## src/rtl/vcr_pkg.sv

```systemverilog
package vcr_pkg;

    localparam int BYTE_W = 8;

    typedef enum logic [3:0] {
        ST_IDLE,
        ST_ADDR,
        ST_ADDR_ACK,
        ST_SUB,
        ST_SUB_ACK,
        ST_DATA,
        ST_DATA_ACK,
        ST_TX,
        ST_TX_ACK
    } slv_state_e;

    // Power-up contents of each register index.
    function automatic logic [BYTE_W-1:0] reset_value(input int idx);
        logic [BYTE_W-1:0] v;
        case (idx)
            4:              v = 8'h20;
            5, 7, 8, 23:    v = 8'h40;
            6, 10:          v = 8'h80;
            13, 14, 15:     v = 8'h80;
            16:             v = 8'h24;
            22:             v = 8'h90;
            default:        v = 8'h00;
        endcase
        return v;
    endfunction

    // Bits that wait for vertical sync before becoming visible.
    function automatic logic [BYTE_W-1:0] stage_mask(input int idx);
        logic [BYTE_W-1:0] m;
        case (idx)
            4, 5, 7, 10, 23: m = 8'hFF;
            6:               m = 8'h18;
            default:         m = 8'h00;
        endcase
        return m;
    endfunction

    // Indices that accept no writes.
    function automatic logic is_blocked(input int idx);
        logic b;
        case (idx)
            0, 1, 11, 12, 17, 27, 28: b = 1'b1;
            default:                  b = 1'b0;
        endcase
        return b;
    endfunction

endpackage

```

## src/rtl/vcr_line_sync.sv

```systemverilog
module vcr_line_sync #(
    parameter int STAGES = 2
) (
    input  logic clk,
    input  logic rst_n,
    input  logic scl_in,
    input  logic sda_in,
    output logic scl_s,
    output logic sda_s,
    output logic scl_rise,
    output logic scl_fall,
    output logic start_det,
    output logic stop_det
);

    logic [STAGES-1:0] scl_q;
    logic [STAGES-1:0] sda_q;
    logic              scl_d;
    logic              sda_d;

    always_ff @(posedge clk or negedge rst_n) begin
        if (!rst_n) begin
            scl_q <= '1;
            sda_q <= '1;
            scl_d <= 1'b1;
            sda_d <= 1'b1;
        end else begin
            scl_q <= {scl_q[STAGES-2:0], scl_in};
            sda_q <= {sda_q[STAGES-2:0], sda_in};
            scl_d <= scl_q[STAGES-1];
            sda_d <= sda_q[STAGES-1];
        end
    end

    assign scl_s     = scl_q[STAGES-1];
    assign sda_s     = sda_q[STAGES-1];
    assign scl_rise  = scl_s & ~scl_d;
    assign scl_fall  = ~scl_s & scl_d;
    assign start_det = scl_s & scl_d & sda_d & ~sda_s;
    assign stop_det  = scl_s & scl_d & ~sda_d & sda_s;

endmodule

```

## src/rtl/vcr_bus_fsm.sv

```systemverilog
module vcr_bus_fsm
    import vcr_pkg::*;
#(
    parameter logic [6:0] DEV_ADDR = 7'b1011101,
    parameter int         AW       = 8
) (
    input  logic          clk,
    input  logic          rst_n,
    input  logic          sda_s,
    input  logic          scl_rise,
    input  logic          scl_fall,
    input  logic          start_det,
    input  logic          stop_det,
    input  logic [7:0]    status_byte,
    output logic          sda_pull,
    output logic          wr_en,
    output logic [AW-1:0] wr_addr,
    output logic [7:0]    wr_data
);

    localparam int CNT_W = 4;
    localparam logic [CNT_W-1:0] FULL = CNT_W'(8);
    localparam logic [CNT_W-1:0] LAST = CNT_W'(7);

    slv_state_e       st, nxt;
    logic [7:0]       sh;
    logic [CNT_W-1:0] cnt;
    logic [AW-1:0]    ptr;
    logic             mack;
    logic             byte_done;

    assign byte_done = scl_fall && (cnt == FULL);

    // next-state decision
    always_comb begin
        nxt = st;
        if (stop_det) begin
            nxt = ST_IDLE;
        end else if (start_det) begin
            nxt = ST_ADDR;
        end else begin
            unique case (st)
                ST_IDLE:     nxt = ST_IDLE;
                ST_ADDR:     if (byte_done) nxt = (sh[7:1] == DEV_ADDR) ? ST_ADDR_ACK : ST_IDLE;
                ST_ADDR_ACK: if (scl_fall)  nxt = sh[0] ? ST_TX : ST_SUB;
                ST_SUB:      if (byte_done) nxt = ST_SUB_ACK;
                ST_SUB_ACK:  if (scl_fall)  nxt = ST_DATA;
                ST_DATA:     if (byte_done) nxt = ST_DATA_ACK;
                ST_DATA_ACK: if (scl_fall)  nxt = ST_DATA;
                ST_TX:       if (scl_fall && cnt == LAST) nxt = ST_TX_ACK;
                ST_TX_ACK:   if (scl_fall)  nxt = mack ? ST_TX : ST_IDLE;
                default:     nxt = ST_IDLE;
            endcase
        end
    end

    // state register
    always_ff @(posedge clk or negedge rst_n) begin
        if (!rst_n) st <= ST_IDLE;
        else        st <= nxt;
    end

    // shift, count and pointer datapath
    always_ff @(posedge clk or negedge rst_n) begin
        if (!rst_n) begin
            sh      <= '0;
            cnt     <= '0;
            ptr     <= '0;
            mack    <= 1'b0;
            wr_en   <= 1'b0;
            wr_addr <= '0;
            wr_data <= '0;
        end else begin
            wr_en <= 1'b0;
            if (start_det || stop_det) begin
                cnt <= '0;
            end else begin
                unique case (st)
                    ST_ADDR, ST_SUB, ST_DATA: begin
                        if (scl_rise && cnt < FULL) begin
                            sh  <= {sh[6:0], sda_s};
                            cnt <= cnt + 1'b1;
                        end
                        if (byte_done) begin
                            cnt <= '0;
                            if (st == ST_SUB) ptr <= sh;
                            if (st == ST_DATA) begin
                                wr_en   <= 1'b1;
                                wr_addr <= ptr;
                                wr_data <= sh;
                                ptr     <= ptr + 1'b1;
                            end
                        end
                    end
                    ST_ADDR_ACK: begin
                        if (scl_fall) begin
                            cnt <= '0;
                            if (sh[0]) sh <= status_byte;
                        end
                    end
                    ST_TX: begin
                        if (scl_fall) begin
                            cnt <= cnt + 1'b1;
                            sh  <= {sh[6:0], 1'b0};
                        end
                    end
                    ST_TX_ACK: begin
                        if (scl_rise) mack <= ~sda_s;
                        if (scl_fall) begin
                            cnt <= '0;
                            sh  <= status_byte;
                        end
                    end
                    default: ;
                endcase
            end
        end
    end

    // line drive
    always_comb begin
        unique case (st)
            ST_ADDR_ACK, ST_SUB_ACK, ST_DATA_ACK: sda_pull = 1'b1;
            ST_TX:                                sda_pull = ~sh[7];
            default:                              sda_pull = 1'b0;
        endcase
    end

endmodule

```

## src/rtl/vcr_reg_file.sv

```systemverilog
module vcr_reg_file
    import vcr_pkg::*;
#(
    parameter int N_REG = 29,
    parameter int AW    = 8
) (
    input  logic               clk,
    input  logic               rst_n,
    input  logic               wr_en,
    input  logic [AW-1:0]      wr_addr,
    input  logic [7:0]         wr_data,
    input  logic               vsync_stb,
    output logic [N_REG*8-1:0] regs_flat
);

    for (genvar i = 0; i < N_REG; i++) begin : g_reg
        localparam logic [7:0]    RV   = reset_value(i);
        localparam logic [7:0]    MASK = stage_mask(i);
        localparam logic [AW-1:0] IDX  = AW'(i);

        if (is_blocked(i)) begin : g_blocked
            assign regs_flat[i*8 +: 8] = '0;
        end else if (MASK == 8'h00) begin : g_direct
            logic [7:0] act_q;
            always_ff @(posedge clk or negedge rst_n) begin
                if (!rst_n)                      act_q <= RV;
                else if (wr_en && wr_addr == IDX) act_q <= wr_data;
            end
            assign regs_flat[i*8 +: 8] = act_q;
        end else begin : g_staged
            logic [7:0] act_q, shd_q, act_d;
            logic       hit;
            assign hit = wr_en && (wr_addr == IDX);
            always_comb begin
                act_d = act_q;
                if (vsync_stb) act_d = (act_d & ~MASK) | (shd_q & MASK);
                if (hit)       act_d = (act_d & MASK) | (wr_data & ~MASK);
            end
            always_ff @(posedge clk or negedge rst_n) begin
                if (!rst_n) begin
                    act_q <= RV;
                    shd_q <= RV;
                end else begin
                    act_q <= act_d;
                    if (hit) shd_q <= wr_data;
                end
            end
            assign regs_flat[i*8 +: 8] = act_q;
        end
    end

endmodule

```

## src/rtl/vid_ctrl_regbank.sv

```systemverilog
module vid_ctrl_regbank #(
    parameter int         N_REG       = 29,
    parameter int         AW          = 8,
    parameter int         SYNC_STAGES = 2,
    parameter logic [6:0] DEV_ADDR    = 7'b1011101
) (
    input  logic               clk,
    input  logic               rst_n,
    input  logic               scl_in,
    input  logic               sda_in,
    input  logic               vsync_stb,
    input  logic [5:0]         stat_in,
    output logic               sda_pull,
    output logic [N_REG*8-1:0] regs_out
);

    logic          scl_s, sda_s, scl_rise, scl_fall, start_det, stop_det;
    logic          wr_en;
    logic [AW-1:0] wr_addr;
    logic [7:0]    wr_data;
    logic [7:0]    status_byte;

    assign status_byte = {stat_in[5], 1'b0, stat_in[4:0], 1'b0};

    vcr_line_sync #(.STAGES(SYNC_STAGES)) u_sync (
        .clk       (clk),
        .rst_n     (rst_n),
        .scl_in    (scl_in),
        .sda_in    (sda_in),
        .scl_s     (scl_s),
        .sda_s     (sda_s),
        .scl_rise  (scl_rise),
        .scl_fall  (scl_fall),
        .start_det (start_det),
        .stop_det  (stop_det)
    );

    vcr_bus_fsm #(.DEV_ADDR(DEV_ADDR), .AW(AW)) u_fsm (
        .clk         (clk),
        .rst_n       (rst_n),
        .sda_s       (sda_s),
        .scl_rise    (scl_rise),
        .scl_fall    (scl_fall),
        .start_det   (start_det),
        .stop_det    (stop_det),
        .status_byte (status_byte),
        .sda_pull    (sda_pull),
        .wr_en       (wr_en),
        .wr_addr     (wr_addr),
        .wr_data     (wr_data)
    );

    vcr_reg_file #(.N_REG(N_REG), .AW(AW)) u_regs (
        .clk       (clk),
        .rst_n     (rst_n),
        .wr_en     (wr_en),
        .wr_addr   (wr_addr),
        .wr_data   (wr_data),
        .vsync_stb (vsync_stb),
        .regs_flat (regs_out)
    );

endmodule

```

## config.mk

```make
export PLATFORM = sky130hd
export DESIGN_NAME = vid_ctrl_regbank
export DESIGN_NICKNAME = d
export VERILOG_FILES = /design/src/rtl/vcr_pkg.sv /design/src/rtl/vcr_line_sync.sv /design/src/rtl/vcr_bus_fsm.sv /design/src/rtl/vcr_reg_file.sv /design/src/rtl/vid_ctrl_regbank.sv
export SDC_FILE = /design/constraint.sdc
export NUM_CORES = 1
export LEC_CHECK = 0
export ABC_AREA = 1
export CORE_AREA = 2 2 181 183
export DETAILED_ROUTE_END_ITERATION = 10
export DIE_AREA = 0 0 183 185
export GPL_TIMING_DRIVEN = 0
export PLACE_DENSITY_LB_ADDON = 0.05
export SYNTH_ARGS = -nofsm -noshare
export SYNTH_HDL_FRONTEND = slang
export SYNTH_SLANG_ARGS = --single-unit
```

## constraint.sdc

```tcl
create_clock -name clk -period 1.8 [get_ports clk]
set_input_delay 0.45 -clock clk [delete_from_list [all_inputs] [get_ports clk]]
set_output_delay 0.45 -clock clk [all_outputs]
set_load 0.02 [all_outputs]
```

==> flow_summary.yaml, run 1 <==
run_status:
  status: "complete, but fails checks"
  violations: "negative setup slack"
power_and_ir_drop:
  seqPwrFrac_pct: 47.7
  comb_power_share_pct: 4.6
  p_switching_w: 0.00290
  p_int_w: 0.00997
  vdd_ir_drop_max_mv: 0.701
  swShare_pct: 22.5
  clock_power_share_pct: 47.7
  power_density_nw_per_um2: 868
  p_leak_nw: 7.84
timing:
  hold_viol: 0
  fmax_mhz: 498
  slew_viol_final: 0
  fin_crit_sh_pct: 112
  slew_headroom_pct: 30.1
  setup_viol: 1
  worstMarginPinSlew_ns: 1.05
  clock_skew_ns: 0.0252
  grt_setup_unrepaired: "true"
  fin_crit_ns: 2.01
  worst_slack_ns: -0.208
logic_synthesis:
  synth_seq_area_share_pct: 60.4
  ys_types: 32
  synth_area_leaders: "dfrtp_1 55%, nand2_1 8.3%, o21ai_0 7.0%"
  yosysWarnings: 0
  synth_edf_count: 0
  async_flop_share_pct: 100
  synth_ff_type: "dfrtp_1"
  yosysTopAreaCell: "dfrtp_1"
  postSynthAreaPerCell_um2: 9.87
  synth.top_cell.area_share_pct: 54.5
  syn_area_um2: 11100
  synth_commonest_cells: "245 x nand2_1, 241 x dfrtp_1, 155 x o21ai_0, 82 x nor2_1, 61 x buf_4"
  synth_cells: 1121
  synth_most_common_cell: "nand2_1"
  synth-seq-cells: 266
critical_path:
  arrival_ns: 1.56
  worstSetupStartpointType: "flip-flop"
  critical_path_class: "reg -> out"
  reg2reg_to: "u_fsm.sh[7]"
  reg2reg_from: "u_fsm.st[2]"
  worst-path-max-fanout: 7
  required_ns: 1.35
  ff2ff_path_depth: 9
  rrSetupSlack_ns: 0.07
  worstSetupEndpointType: "output pin"
drt:
  wire_per_inst_um: 16.7
  wl_met3_um: 1510
  wl_met2_um: 14500
  top_layer_used: "met4"
  viasPerCell: 4.56
  drt-total-wl_um: 30800
  antenna_left: 0
  vias: 8426
  met1_length_um: 14200
  drt-initial-drc-count: 455
  firstDrtPassIters: 5
  drt_drc_violations_left: 0
placed_design:
  place_inst: 1772
  port_buffers: 186
  gp_congestion: 0.829
  hpwl_um: 20900
floorplanning:
  die_y_um: 185
  die_w_um: 183
  boundaryPins: 244
  num_rows: 66
  placeableCoreArea_um2: 32000
  initial_core_util_pct: 34.5
  dieArea_um2: 33900
cts:
  root_buffer: "clkbuf_16"
  path_clk_slew_ns: 0.06
  numCtsBuffers: 30
  clock_path_buffers: 3
  insertion_delay_ns: 0.56
  cts_tree: "yes"
  cts_sinks: 266
  htree_levels: 1
global_routing:
  grt_pass1_vias: 8026
  grt_max_degree: 116
  grt-ovfl-total: 0
  globalRouteTotalUtil_pct: 18.1
  grt_pass1_wl_um: 47400
  antenna_found_initial: 1
cells_and_area:
  layout-drive-gt1-share_pct: 20.6
  antenna_cells: 0
  instances_no_fill: 1847
  utilization_pct: 46.3
  area_growth_syn_to_layout_pct: 34.0
  finalNetCount: 1431
min_path:
  min_to: "u_sync.scl_q[0]"
  hold_start: "scl_in"
  min_path_cells: 1
  hold_class: "in -> reg"
job:
  maxCapViolCount: 0
-- kinds of logic (layout without fill, tap and decap cells) --
group,after synthesis,after routing,synth area share (%)
muxes,42,42,4.27
DFF,266,266,60.4
and+or+nand+nor,414,415,16.5
other,1,56,0.0339
xor gates and xnor gates,4,4,0.317
buffers and inverters,169,431,7.98
adders and majority gates,3,3,0.339
AOI/OAI and AO/OA,222,222,10.2
-- how the worst max path moves through the flow --
stage	slack, ns	end	startpoint	cells after the start
6_report	-0.21	sda_pull	u_fsm.st[0]	7
5_1_grt	-0.27	sda_pull	u_fsm.st[3]	6
4_1_cts	-0.26	sda_pull	u_fsm.st[3]	6
3_5_place_dp	-0.53	sda_pull	u_fsm.st[0]	7
3_3_place_gp	-11.70	u_regs.g_reg[9].g_direct.act_q[6]	rst_n	1
2_1_floorplan	0.13	sda_pull	u_fsm.st[3]	5
-- stage by stage --
stage | power (W) | worst slack, ns | hold WS, ns | cell area (um2) | TNS [ns]
after floorplan | 0.00659 | 0.127 | 0.154 | 11300 | 0
after global placement | 0.00682 | -11.70 | 0.345 | 13600 | -3015.06
after detailed placement | 0.00683 | -0.533 | 0.347 | 13700 | -2.12
after CTS | 0.0130 | -0.257 | 0.288 | 14600 | -0.257
after global routing | 0.0134 | -0.270 | 0.296 | 14800 | -1.01
final | 0.0129 | -0.208 | 0.313 | 14800 | -0.208
-- worst max-delay path, stage by stage, from the launching register on --
cell	delay (ns)
dfrtp_1	0.37
buf_6	0.14
inv_4	0.07
nand2_4	0.05
nor2_4	0.13
nor2_4	0.05
o21ai_4	0.06
buf_6	0.14
-- what timing repair did --
item / 4_1_cts / 5_1_grt
setup buffers: 11 / 14
endpoints found under the hold margin: 51 / 0
setup endpoints to repair: 211 / 144
pin swaps: 5 / 9
hold buffers: 1 / 0
gates cloned: 0 / 1
gates resized for setup: 244 / 56
-- power by group through the flow --
stage          logic [W]  registers (W)  clock network, W
2_1_floorplan   0.000380        0.00621                 0
3_5_place_dp    0.000595        0.00624                 0
6_report        0.000593        0.00614           0.00614
3_3_place_gp    0.000576        0.00625                 0
4_1_cts         0.000599        0.00614           0.00631
5_1_grt         0.000677        0.00614           0.00658
-- final cells by class --
class	count	area [um2]
Fill cell	3179	17200
Sequential cell	266	6690
Multi-Input combinational cell	742	3840
Timing Repair Buffer	214	1880
Clock buffer	48	908
Buffer	99	648
Tap cell	408	510
Inverter	64	255
Clock inverter	6	95.1
-- sequential cells by signal (all words and copies together) (netlist names) --
register / cells
u_fsm.cnt: 4
u_fsm.mack: 1
u_fsm.ptr: 8
u_fsm.sh: 8
u_fsm.st: 4
u_fsm.wr_addr: 8
u_fsm.wr_data: 8
u_fsm.wr_en: 1
u_regs.g.g_direct.act_q: 128
u_regs.g.g_staged.act_q: 48
u_regs.g.g_staged.shd_q: 42
u_sync.scl_d: 1
u_sync.scl_q: 2
u_sync.sda_d: 1
u_sync.sda_q: 2
-- metal layers --
layer	vias to the layer above	global-route usage, %
met1	4028	25.7
met3	38	2.91
met4	0	4.16
met2	200	29.1
li1	4160	-
met5	-	0
-- placed cells by master, fill, tap and decap left out, drive strengths merged, types with 3 or more instances in the layout --
cell | netlist | final
a21oi | 45 | 45
inv | 63 | 63
clkinv | 1 | 5
o21ai | 176 | 176
nand3 | 48 | 48
clkdlybuf4s15 | 0 | 4
ha | 3 | 3
clkbuf | 29 | 75
nor2 | 88 | 88
xor2 | 3 | 3
conb | 1 | 56
clkdlybuf4s50 | 0 | 8
nand2 | 258 | 258
nand4 | 9 | 10
dfstp | 25 | 25
dfrtp | 241 | 241
dlygate4sd2 | 0 | 158
nor3 | 10 | 10
mux2 | 42 | 42
buf | 76 | 115
Note: power is estimated with default switching activity, not from simulation.
==> inputs of run 2 (changes only) <==
==> constraint.sdc (replaced) <==
create_clock -name clk -period 1.8 [get_ports clk]
set_input_delay 0.45 -clock clk [delete_from_list [all_inputs] [get_ports clk]]
set_output_delay 0.45 -clock clk [all_outputs]
set_load 0.01 [all_outputs]
==> run 2 against run 1 <==
Against the previous run:
- the run still ends with negative setup slack left
- flip-flop and latch count stayed put
- final cell count up 0.43%
- final area grew 0.38%
- sequential share of layout area decreased by 0.16 points
- hold slack worse by 0.00051 ns
- sequential power about the same
- total power fell by 0.46%
- setup slack improved by 0.026 ns
- first-iteration DRC count increased by 1.5%
- utilization up 0.18 points
- critical path depth decreased by 1
==> flow_summary.yaml, run 2 (synthesis gave the netlist of run 1 again) <==
cts:
  htree_levels: 1
  cts_sinks: 266
  path_clk_slew_ns: 0.05
  numCtsBuffers: 30
  root_buffer: "clkbuf_16"
  cts_tree: "yes"
  insertion_delay_ns: 0.56
  clock_path_buffers: 3
run_status:
  violations: "negative setup slack"
  status: "complete, but fails checks"
cells_and_area:
  regMostFlops: "u_regs.g.g_direct.act_q"
  layout-drive-gt1-share_pct: 20.7
  area_growth_syn_to_layout_pct: 34.5
  final_common_cell: "nand2_1"
  antenna_cells: 0
  mostFrequentLayoutCells: "240 x nand2_1, 238 x dfrtp_1, 162 x dlygate4sd2_1"
  instances_no_fill: 1855
  finalNetCount: 1439
  largestRegisters: "u_regs.g.g_direct.act_q x128, u_regs.g.g_staged.act_q x48, u_regs.g.g_staged.shd_q x42"
  largest_register_ffs: 128
drt:
  antenna_left: 0
  viasPerCell: 4.56
  drt-initial-drc-count: 462
  drt_drc_violations_left: 0
  drt-total-wl_um: 30900
  vias: 8459
  wire_per_inst_um: 16.6
  firstDrtPassIters: 7
placed_design:
  hpwl_um: 20900
  port_buffers: 186
  gp_congestion: 0.829
  place_inst: 1772
timing:
  fmax_mhz: 505
  fin_crit_sh_pct: 110
  finalSetupTns_ns: -0.182
  setup_viol: 1
  grt_setup_unrepaired: "true"
  worst_slack_ns: -0.182
  slew_headroom_pct: 30.7
  fin_crit_ns: 1.98
  slew_viol_final: 0
  hold_viol: 0
  clock_skew_ns: 0.0238
  worstMarginPinSlew_ns: 1.04
global_routing:
  grt-ovfl-total: 0
  grt_max_degree: 116
  antenna_found_initial: 1
  globalRouteTotalUtil_pct: 18.1
  grt_pass1_wl_um: 47400
  grt_pass1_vias: 8058
critical_path:
  reg2reg_from: "u_fsm.st[2]"
  crit_chain: "inv_2 -> nand2_4 -> inv_4 -> nand2_4 -> o21ai_2 -> buf_2"
  rrSetupSlack_ns: 0.10
  reg2reg_to: "u_fsm.sh[7]"
  worstSetupEndpointType: "output pin"
  required_ns: 1.35
  cpPeakStageDelay_ns: 0.40
  critical_path_class: "reg -> out"
  worstSetupStartpointType: "flip-flop"
  worst-path-max-fanout: 4
  cp-startpoint: "u_fsm.st[3]"
  ff2ff_path_depth: 9
  slowest_stage: "dfrtp_1"
  arrival_ns: 1.53
  cpLargestDelayFamily: "flip-flops"
  crit_buf_inv: 3
  critical_path.most_common_cell: "nand2_4"
power_and_ir_drop:
  power_w: 0.0128
  power_density_nw_per_um2: 861
  p_leak_nw: 7.87
  vdd_ir_drop_max_mv: 0.701
  p_switching_w: 0.00284
  comb_power_share_pct: 4.2
  swShare_pct: 22.2
  clock_power_share_pct: 47.9
  seqPwrFrac_pct: 47.9
  p_int_w: 0.00997
floorplanning:
  num_rows: 66
  initial_core_util_pct: 34.5
  placeableCoreArea_um2: 32000
  die_w_um: 183
  boundaryPins: 244
  die_y_um: 185
  dieArea_um2: 33900
min_path:
  hold_class: "in -> reg"
  min_path_cells: 1
  min_to: "u_sync.scl_q[0]"
  hold_start: "scl_in"
job:
  maxCapViolCount: 0
==> run 2: power by group through the flow <==
stage	clock, W	sequential [W]	combinational (W)
4_1_cts	0.00631	0.00614	0.000544
6_report	0.00614	0.00614	0.000540
3_5_place_dp	0	0.00624	0.000541
3_3_place_gp	0	0.00625	0.000522
2_1_floorplan	0	0.00621	0.000326
5_1_grt	0.00658	0.00614	0.000623
==> run 2: worst max-delay path by stage <==
stage | endpoint | slack, ns | cells after the start
global route | sda_pull | -0.26 | 6
global placement | u_regs.g_reg[9].g_direct.act_q[6] | -11.70 | 1
CTS | sda_pull | -0.21 | 6
floorplan | u_fsm.sh[7] | 0.29 | 9
finish | sda_pull | -0.18 | 6
detailed placement | sda_pull | -0.47 | 7
==> run 2: repair_timing <==
item,in CTS,in global routing
setup buffers,14,20
setup endpoints to repair,211,142
pin swaps,5,11
cloned,0,1
hold buffers,1,0
gates resized for setup,227,45
endpoints found under the hold margin,51,0
==> run 2: area by class of cell <==
cell class / count / area (um2)
timing repair buffer: 223 / 1960
multi-input combinational: 742 / 3830
clock inverter: 6 / 95.1
inverter: 64 / 253
fill: 3187 / 17200
buffer: 98 / 637
tap: 408 / 510
clock buffer: 48 / 908
sequential: 266 / 6690
==> run 2: metrics by stage <==
stage          setup WS [ns]  utilization, %  area, um2  hold slack (ns)
2_1_floorplan          0.293               -      11300            0.154
3_3_place_gp          -11.70            42.6      13600            0.345
3_5_place_dp          -0.465            42.8      13700            0.347
4_1_cts               -0.215            45.7      14700            0.288
5_1_grt               -0.256            46.5      14900            0.296
6_report              -0.182            46.5      14900            0.312
==> run 2: worst register-to-register path, delay by kind of cell (launching register included) <==
kind	cells	cell delay (ns)
flops	1	0.45
buf+inv	1	0.16
simple gates	7	0.78
compound gates	1	0.21
==> run 2: metal layers <==
metal | global-route usage (%) | routed length [um] | up-vias
met5 | 0 | 0 | -
met1 | 25.7 | 14300 | 4046
met4 | 4.16 | 531 | 0
met3 | 2.91 | 1500 | 40
li1 | - | - | 4175
met2 | 29.2 | 14600 | 198
==> inputs of run 3 (changes only) <==
--- a/config.mk
+++ b/config.mk
@@ -6,11 +6,13 @@
 export NUM_CORES = 1
 export LEC_CHECK = 0
 export ABC_AREA = 1
-export CORE_AREA = 2 2 181 183
+export CORE_AREA = 2 2 191 193
 export DETAILED_ROUTE_END_ITERATION = 10
-export DIE_AREA = 0 0 183 185
+export DIE_AREA = 0 0 193 195
+export DONT_BUFFER_PORTS = 1
 export GPL_TIMING_DRIVEN = 0
 export PLACE_DENSITY_LB_ADDON = 0.05
 export SYNTH_ARGS = -nofsm -noshare
 export SYNTH_HDL_FRONTEND = slang
+export SYNTH_HIERARCHICAL = 1
 export SYNTH_SLANG_ARGS = --single-unit
==> run 3 against run 2 <==
Against the previous run:
- the flow finishes with violations (negative hold slack, negative setup slack)
- clock power barely moved
- final area fell by 1.3%
- global-route usage rose by 0.84 points
- total power rose by 6.2%
- clock skew fell by 0.0014 ns
- largest power group unchanged
- non-clock buffer count fell by 188
- hold slack got worse by 0.72 ns
- die area rose by 11%
- register-to-register slack got worse by 0.12 ns
- synthesized cell count rose by 26%
- synthesized area rose by 11%
- largest cell class unchanged
- critical endpoint unchanged
- final cell count rose by 8.7%
==> flow_summary.yaml, run 3 <==
critical_path:
  crit_chain: "inv_2 -> nor2_4 -> nand2_4 -> buf_6 -> o211ai_1"
  worstSetupEndpointType: "output pin"
  slowest_stage: "dfrtp_2"
  critical_path_class: "reg -> out"
  arrival_ns: 1.61
  worst-path-max-fanout: 10
  required_ns: 1.35
  cpPeakStageDelay_ns: 0.45
  worstSetupStartpointType: "flip-flop"
timing:
  hold_viol: 245
  finalSetupTns_ns: -0.301
  hold_ws_ns: -0.413
  slew_viol_final: 0
  worstMarginPinSlew_ns: 1.14
  grt_setup_unrepaired: "true"
  setup_viol: 5
  fin_crit_sh_pct: 115
  fin_crit_ns: 2.06
  worst_slack_ns: -0.262
  clock_skew_ns: 0.0224
  slew_headroom_pct: 24.2
  fmax_mhz: 485
cts:
  insertion_delay_ns: 0.58
  numCtsBuffers: 31
  path_clk_slew_ns: 0.06
  clock_path_buffers: 3
  cts_sinks: 266
  hold_buffers: 2
  cts_tree: "yes"
  root_buffer: "clkbuf_16"
  htree_levels: 1
logic_synthesis:
  syn_area_um2: 12300
  synth_cells: 1409
  synth_seq_area_share_pct: 54.3
  synth.top_cell.area_share_pct: 49.0
  synth_commonest_cells: "609 x nand2_1, 241 x dfrtp_1, 90 x inv_1, 59 x buf_4, 53 x nand3_1"
  synth_area_leaders: "dfrtp_1 49%, nand2_1 19%, dfstp_2 5.3%"
  synth_edf_count: 0
  postSynthAreaPerCell_um2: 8.74
  synth_most_common_cell: "nand2_1"
  yosysWarnings: 6
  yosysTopAreaCell: "dfrtp_1"
  synth-seq-cells: 266
  ys_types: 31
  async_flop_share_pct: 100
  synth_ff_type: "dfrtp_1"
power_and_ir_drop:
  p_leak_nw: 7.97
  vdd_ir_drop_max_mv: 0.565
  p_switching_w: 0.00341
  swShare_pct: 25.1
  power_density_nw_per_um2: 927
  clock_power_share_pct: 45.3
  power_w: 0.0136
  seqPwrFrac_pct: 46.3
  comb_power_share_pct: 8.4
  p_int_w: 0.0102
drt:
  antenna_left: 0
  drt_drc_violations_left: 0
  drt-total-wl_um: 36200
  drt-initial-drc-count: 457
  vias: 9132
  viasPerCell: 4.53
  firstDrtPassIters: 4
  wire_per_inst_um: 18.0
run_status:
  status: "complete, but fails checks"
  violations: "negative hold slack, negative setup slack"
floorplanning:
  die_y_um: 195
  dieArea_um2: 37600
  boundaryPins: 244
  initial_core_util_pct: 34.8
  die_w_um: 193
  num_rows: 69
  placeableCoreArea_um2: 35400
global_routing:
  grt_max_degree: 267
  use_met1_pct: 25.7
  grt_use_met3_pct: 3.72
  grt-ovfl-total: 0
  grt_use_met2_pct: 30.7
  grt_pass1_wl_um: 54600
  globalRouteTotalUtil_pct: 18.9
  busiest_layer: "met2"
  antenna_found_initial: 0
  grt_pass1_vias: 8878
placed_design:
  port_buffers: 0
  hpwl_um: 23900
  dp_slack_ns: -0.374
  gp_congestion: 0.805
  place_area_um2: 13100
cells_and_area:
  largest_register_ffs: 128
  multi_input_area_um2: 5050
  utilization_pct: 41.5
  largestRegisters: "u_regs/g.g_direct.act_q x128, u_regs/g.g_staged.act_q x48, u_regs/g.g_staged.shd_q x42"
  fill_cells: 3599
  mostFrequentLayoutCells: "602 x nand2_1, 233 x dfrtp_1, 89 x inv_1"
  finalNetCount: 1545
  antenna_cells: 0
  final_area_um2: 14700
  regArea_um2: 6700
  regMostFlops: "u_regs/g.g_direct.act_q"
  area_growth_syn_to_layout_pct: 19.2
  layout-drive-gt1-share_pct: 21.8
  final_common_cell: "nand2_1"
job:
  maxCapViolCount: 0
min_path:
  hold_class: "in -> async"
-- run 3: changes by cell type after synthesis, moves of 10 or more --
cell,change
nand2_1,+364
nor2_8,+10
o21bai_1,+48
a21oi_1,-34
inv_1,+35
nor2_1,-30
o21ai_0,-147
clkbuf_1,-11
nor2_2,+11
buf_2,+10
-- run 3: timing repair --
item | CTS | global route
buffers inserted | 10 | 18
cloned | 0 | 2
gates resized for setup | 29 | 58
endpoints found under the hold margin | 268 | 266
pin swaps | 6 | 18
setup endpoints to repair | 41 | 157
-- run 3: logic make-up after synthesis --
group,Yosys count,share of synthesized area (%)
compound gates,101,5.18
xor+xnor,6,0.427
fa+ha+maj,3,0.305
buf+inv,208,8.39
flops,266,54.3
mux,42,3.84
other cells,2,0.0610
simple gates,781,27.5
-- run 3: final timing paths --
kind,slack [ns],from,depth (start not counted),to
setup / recovery,-0.26,u_fsm/st[1],5,sda_pull
hold / removal,-0.41,rst_n,0,u_regs/g_reg[18].g_direct.act_q[2]
setup reg to reg,-0.02,u_sync/scl_d,8,u_fsm/wr_data[7]
hold reg to reg,0.36,u_sync/scl_q[0],0,u_sync/scl_q[1]
max in group asynchronous,1.20,rst_n,0,u_fsm/wr_addr[1]
min in group clk,0.20,stat_in[3],6,u_fsm/sh[4]
-- run 3: power groups by stage --
| stage | Combinational [W] | Clock, W | Sequential, W |
|---|---|---|---|
| 2_1_floorplan | 0.000839 | 0 | 0.00634 |
| 3_3_place_gp | 0.00102 | 0 | 0.00639 |
| 3_5_place_dp | 0.00102 | 0 | 0.00639 |
| 4_1_cts | 0.00107 | 0.00638 | 0.00629 |
| 5_1_grt | 0.00131 | 0.00666 | 0.00632 |
| 6_report | 0.00114 | 0.00617 | 0.00630 |
-- run 3: cell type report --
| class | instances | area share, % |
|---|---|---|
| repair buffers | 31 | 1.87 |
| plain buffers | 102 | 4.59 |
| multi-input cells | 993 | 34.4 |
| flip-flops and latches | 266 | 45.6 |
| clock buffers | 47 | 6.24 |
| well taps | 461 | 3.93 |
| clock inverters | 11 | 0.597 |
| inverters | 106 | 2.78 |
-- run 3: through the flow --
step	cells	hold slack, ns
3_3_place_gp	1927	0.162
4_1_cts	1997	-0.445
3_5_place_dp	1927	0.164
6_report	2017	-0.413
2_1_floorplan	1466	0.154
5_1_grt	2017	-0.440
-- run 3: metal layers --
layer  vias to the layer above  routed length, um
met3                        61               2170
met5                         -                  0
met4                         0                903
met2                       217              17300
li1                       4516                  -
met1                      4338              15900
-- run 3: critical path: cells and delay by family, from the launching register on --
kind / cells / cell delay [ns]
buf+inv: 2 / 0.25
flops: 1 / 0.45
compound gates: 1 / 0.19
simple gates: 2 / 0.14
